===== src/rtl/irq_latch_pkg.sv =====
package irq_latch_pkg;
  localparam int unsigned NUM_LINES = 8;

  typedef logic [NUM_LINES-1:0] lineVec_t;

  // Strobes handed from control to datapath each cycle
  typedef struct packed {
    logic     initSweep;  // forget stored previous levels
    lineVec_t ackClear;   // per-line acknowledge
    lineVec_t levelSel;   // 1 = level-sensitive
  } latchCtrl_t;
endpackage


===== src/rtl/irq_latch_ctrl.sv =====
module irq_latch_ctrl
  import irq_latch_pkg::*;
#(
  parameter lineVec_t WRITABLE_MASK = 8'hF8
) (
  input  logic       clk,
  input  logic       rstN,
  input  logic       trigWrEn,
  input  lineVec_t   trigWrData,
  input  lineVec_t   ackClr,
  input  logic       initCmd,
  output lineVec_t   trigRdData,
  output latchCtrl_t ctrlOut
);
  lineVec_t trigReg;

  always_ff @(posedge clk) begin
    if (!rstN) begin
      trigReg <= '0;
    end else if (trigWrEn) begin
      trigReg <= trigWrData & WRITABLE_MASK;
    end
  end

  assign trigRdData        = trigReg;
  assign ctrlOut.levelSel  = trigReg;
  assign ctrlOut.ackClear  = ackClr;
  assign ctrlOut.initSweep = initCmd;

  AST_TRIG_HOLD: assert property (@(posedge clk) disable iff (!rstN)
    !trigWrEn |=> $stable(trigReg));
endmodule


===== src/rtl/irq_latch_path.sv =====
module irq_latch_path
  import irq_latch_pkg::*;
(
  input  logic       clk,
  input  logic       rstN,
  input  lineVec_t   lineIn,
  input  lineVec_t   maskIn,
  input  latchCtrl_t ctrlIn,
  output lineVec_t   irrOut,
  output lineVec_t   stNew,
  output lineVec_t   stCoalesced,
  output lineVec_t   stMasked
);
  lineVec_t lastLevel;
  lineVec_t irrReg;
  lineVec_t newAssert;
  lineVec_t irrNext;

  assign newAssert = lineIn & ~lastLevel & {NUM_LINES{~ctrlIn.initSweep}};

  for (genvar i = 0; i < NUM_LINES; i++) begin : gLine
    always_comb begin
      if (ctrlIn.levelSel[i]) begin
        irrNext[i] = lineIn[i];
      end else begin
        irrNext[i] = (irrReg[i] & ~ctrlIn.ackClear[i]) | newAssert[i];
      end
    end

    AST_LEVEL_TRACK: assert property (@(posedge clk) disable iff (!rstN)
      $past(ctrlIn.levelSel[i]) |-> (irrOut[i] == $past(lineIn[i])));
    AST_EDGE_HOLD: assert property (@(posedge clk) disable iff (!rstN)
      ($past(!ctrlIn.levelSel[i] && irrOut[i] && !ctrlIn.ackClear[i])) |-> irrOut[i]);
    AST_ACK_EDGE: assert property (@(posedge clk) disable iff (!rstN)
      ($past(!ctrlIn.levelSel[i] && ctrlIn.ackClear[i] && !lineIn[i])) |-> !irrOut[i]);
    AST_ONE_STATUS: assert property (@(posedge clk) disable iff (!rstN)
      $onehot0({stNew[i], stCoalesced[i], stMasked[i]}));
  end

  always_ff @(posedge clk) begin
    if (!rstN) begin
      lastLevel   <= '0;
      irrReg      <= '0;
      stNew       <= '0;
      stCoalesced <= '0;
      stMasked    <= '0;
    end else begin
      lastLevel   <= ctrlIn.initSweep ? '0 : lineIn;
      irrReg      <= irrNext;
      stNew       <= newAssert & ~maskIn & ~irrReg;
      stCoalesced <= newAssert & ~maskIn & irrReg;
      stMasked    <= newAssert & maskIn;
    end
  end

  assign irrOut = irrReg;

  AST_INIT_QUIET: assert property (@(posedge clk) disable iff (!rstN)
    ctrlIn.initSweep |=> (stNew == '0 && stCoalesced == '0 && stMasked == '0));
endmodule


===== src/rtl/irq_req_latch.sv =====
module irq_req_latch
  import irq_latch_pkg::*;
#(
  parameter lineVec_t WRITABLE_MASK = 8'hF8
) (
  input  logic       clk,
  input  logic       rstN,
  input  logic [7:0] lineIn,
  input  logic [7:0] maskIn,
  input  logic       trigWrEn,
  input  logic [7:0] trigWrData,
  output logic [7:0] trigRdData,
  input  logic [7:0] ackClr,
  input  logic       initCmd,
  output logic [7:0] irrOut,
  output logic [7:0] stNew,
  output logic [7:0] stCoalesced,
  output logic [7:0] stMasked
);
  latchCtrl_t ctrlBus;

  irq_latch_ctrl #(.WRITABLE_MASK(WRITABLE_MASK)) uCtrl (
    .clk        (clk),
    .rstN       (rstN),
    .trigWrEn   (trigWrEn),
    .trigWrData (trigWrData),
    .ackClr     (ackClr),
    .initCmd    (initCmd),
    .trigRdData (trigRdData),
    .ctrlOut    (ctrlBus)
  );

  irq_latch_path uPath (
    .clk         (clk),
    .rstN        (rstN),
    .lineIn      (lineIn),
    .maskIn      (maskIn),
    .ctrlIn      (ctrlBus),
    .irrOut      (irrOut),
    .stNew       (stNew),
    .stCoalesced (stCoalesced),
    .stMasked    (stMasked)
  );
endmodule


===== config.mk =====
export PLATFORM = sky130hd
export DESIGN_NAME = irq_req_latch
export DESIGN_NICKNAME = d
export VERILOG_FILES = /design/src/rtl/irq_latch_pkg.sv /design/src/rtl/irq_latch_ctrl.sv /design/src/rtl/irq_latch_path.sv /design/src/rtl/irq_req_latch.sv
export SDC_FILE = /design/constraint.sdc
export NUM_CORES = 1
export LEC_CHECK = 0
export ABC_AREA = 0
export BUFFER_PORTS_ARGS = -buffer_cell sky130_fd_sc_hd__buf_2
export CELL_PAD_IN_SITES_DETAIL_PLACEMENT = 0
export CELL_PAD_IN_SITES_GLOBAL_PLACEMENT = 1
export CORE_UTILIZATION = 25
export CTS_BUF_LIST = sky130_fd_sc_hd__clkbuf_2
export DETAILED_ROUTE_END_ITERATION = 10
export PLACE_DENSITY_LB_ADDON = 0.1
export RECOVER_POWER = 50
export SYNTH_ARGS = -nofsm -noshare
export SYNTH_HDL_FRONTEND = slang
export SYNTH_SLANG_ARGS = --single-unit

===== constraint.sdc =====
create_clock -name clk -period 0.94 [get_ports clk]
set_clock_uncertainty 0.05 [all_clocks]
set_input_delay 0 -clock clk [delete_from_list [all_inputs] [get_ports clk]]
set_output_delay 0 -clock clk [all_outputs]
set_load 0.005 [all_outputs]

==> metrics.md <==
| Metric | Value |
|---|---|
| Status | `complete, but fails checks` |
| Failing checks | `hold timing, setup timing` |
| Simple-Gate Fraction of Synth Area | `29.3%` |
| H-tree depth | `2` |
| Unrepaired setup endpoints after global routing | `yes` |
| Ys Warns | `0` |
| Dpl ws | `39.5 ps` |
| First-pass GRT wire length | `5930 um` |
| Post-synthesis xor/xnor area fraction | `0%` |
| Compound-gate portion of the synthesized area | `6.49%` |
| Gpl congestion | `0.666` |
| Initial antenna violation count | `0` |
| All-Layer GR Usage | `12.0%` |
| Max stage delay cell, worst path | `dlygate4sd3_1` |
| Final Hold Fails | `6` |
| Iteration-0 DRC count of the detailed router | `27` |
| Crit path max fanout | `5` |
| Worst skew pair latency | `390 ps` |
| Synth Register Bits | `between 40 and 50` |
| Mux cell area share after synthesis | `3.13%` |
| TritonCTS clock tree | `done` |
| Die W | `82.0 um` |
| WP data required | `1230 ps` |
| Setup violations, final | `8` |
| Sequential fraction of the synthesis area | `between 50% and 60%` |
| Commonest non-fill, non-tap cells in the layout | `buf_2 (51), dlygate4sd3_1 (33), dfxtp_1 (25), dfxtp_2 (20), buf_4 (14)` |
| Max Clk Rate | `~1000 MHz` |
| Final nets | `288` |
| Tmin final | `974 ps` |
| CTS Buf Count | `5` |
| Final worst-path setup slack | `-33.8 ps` |
| Post-Syn Area | `1600 um^2` |
| Setup crit start kind | `input port` |
| # DRC | `0` |
| P&R area growth vs syn | `61.9%` |
| Routed Antenna Nets | `0` |
| Worst path max stage delay | `approximately 640 ps` |
| Syn Inst Count | `132` |
| Tcrit/Tclk final | `104%` |
| Power per cell area | `1280 nW/um^2` |
| Ports | `76` |
| Row Count | `28` |
| Clock sink count | `45` |
| Pin count of the biggest net entering global routing | `13` |
| Most common cell after layout, fill and taps aside | `buf_2` |
| Hpwl dp | `about 2700 um` |
| Worst vdd ir | `694 uV` |
| Netlist cell types | `27` |
| Die H | `82.0 um` |
| Clk buf depth | `2` |
| Share of post-route cells with drive strength above 1 | `45.6%` |
| Largest delay share family, worst path | `buffers and inverters` |
| CTS Root Cell | `clkbuf_2` |
| Crit-path cells | `buf_2, dlygate4sd3_1, nand4bb_1, nor3b_1` |
| Crit path DAT | `1270 ps` |
| Total Wirelength | `3890 um` |
| Crit end category | `register` |
| Lkg Pwr | `1.23 nW` |
| WL/cell | `11.9 um` |
| Initial Util | `26.4%` |
| CP bufs+invs | `2` |
| Clock transition at path regs | `about 210 ps` |
| Final slew viol count | `0` |
| Number of max-cap violations | `0` |
| PortBufs | `69` |
| Ant diodes | `0` |
| First-pass DRT Iterations | `3` |
| WHS | `-11.9 ps` |
| Mean area per synthesized cell | `12.1 um^2` |
| Vias in the first global route | `around 1300` |
| Largest family of logic cells by synthesized area | `simple AND/OR/NAND/NOR gates` |
| Worst hold-check path type | `input port to register` |
| Classification of the worst setup path | `input port to register` |
| Total die area | `about 6700 um^2` |
| Overflow after GRT | `0` |
| Via-to-Cell Ratio | `4.21` |
| Core box area | `6060 um^2` |
| Adder-cell area share of the yosys netlist | `0%` |
| Via Count | `1378` |
==> per-layer routing <==
metal	GRT usage [%]	wire length [um]
met5	0	0
met4	5.79	65
met3	3.00	179
met2	20.7	1980
met1	13.7	1670
==> per-stage QoR <==
stage                     TNS, ps  total power, mW  area, um^2  utilization, %  cells
final                        -128             3.31        2590            42.7    327
after global routing        -2580             3.54        2590            42.7    327
after CTS                    -588             3.34        2480            41.0    323
after detailed placement        0             2.43        2060            34.0    277
after global placement          0             2.42        2060            34.0    277
after floorplan                 0             2.24        1610               -    134
==> final timing paths <==
kind	slack (ps)	start	end	cells after the start
min reg2reg	410	uPath.irrOut[0]	uPath.stNew[0]	1
min	-10	rstN	uCtrl.trigRdData[6]	3
max reg2reg	-20	uCtrl.trigRdData[7]	uPath.irrOut[7]	3
max	-30	initCmd	uPath.stCoalesced[7]	4
==> logic make-up after synthesis <==
logic type	Yosys count
DFF	45
other	1
muxes	5
AOI/OAI and AO/OA	13
buffers and inverters	13
and+or+nand+nor	55
==> worst min-delay path, cell delays in order <==
cell     delay (ps)
buf_2           150
buf_12          150
nor2b_1         120
==> state kept, by name, summed over array words and instances (netlist names) <==
register           cells
uPath.irrOut           8
uPath.lastLevel        8
uPath.stCoalesced      8
uPath.stMasked         8
uPath.stNew            8
uCtrl.trigRdData       5
==> timing repair <==
| item | CTS | global route |
|---|---|---|
| buffers inserted | 7 | 3 |
| gates resized for setup | 14 | 24 |
| pin swaps | 0 | 5 |
| endpoints found under the setup margin | 26 | 48 |
| cloned | 0 | 0 |
| hold buffers | 32 | 1 |
| endpoints found under the hold margin | 45 | 25 |
==> synth_stat cells <==
cell type,instances,area (um^2)
inv_2,3,11.3
nor4_1,3,18.8
mux2i_1,5,50.1
nand2b_1,1,6.26
nor2_1,2,7.51
buf_6,1,11.3
nor4b_2,3,45.0
nor4b_1,3,26.3
nor3_1,2,10.0
buf_4,3,22.5
buf_1,1,3.75
and4bb_1,3,37.5
nor3b_1,8,60.1
inv_1,2,7.51
o21a_1,3,22.5
buf_2,3,15.0
a31o_1,5,43.8
nand4bb_1,2,22.5
and3_1,3,18.8
and4b_1,3,30.0
dfxtp_1,45,901
nor2b_1,12,75.1
nor4bb_1,2,20.0
o21bai_1,5,37.5
and2_1,5,31.3
conb_1,1,3.75
nand3b_4,3,60.1
==> where the power goes <==
group / internal [mW] / total, mW / switching, mW
combinational: 0.339 / 0.529 / 0.190
clock: 0.174 / 0.754 / 0.581
sequential: 1.99 / 2.03 / 0.0436
total: 2.50 / 3.31 / 0.814
==> final cells by class <==
cell class / instances / area (um^2)
fillers: 603 / 3470
inverters: 5 / 18.8
multi-input cells: 76 / 647
repair buffers: 119 / 870
well taps: 75 / 93.8
clock inverters: 1 / 3.75
flip-flops and latches: 45 / 926
clock buffers: 6 / 30.0
Power figures use the tool's default switching activity.
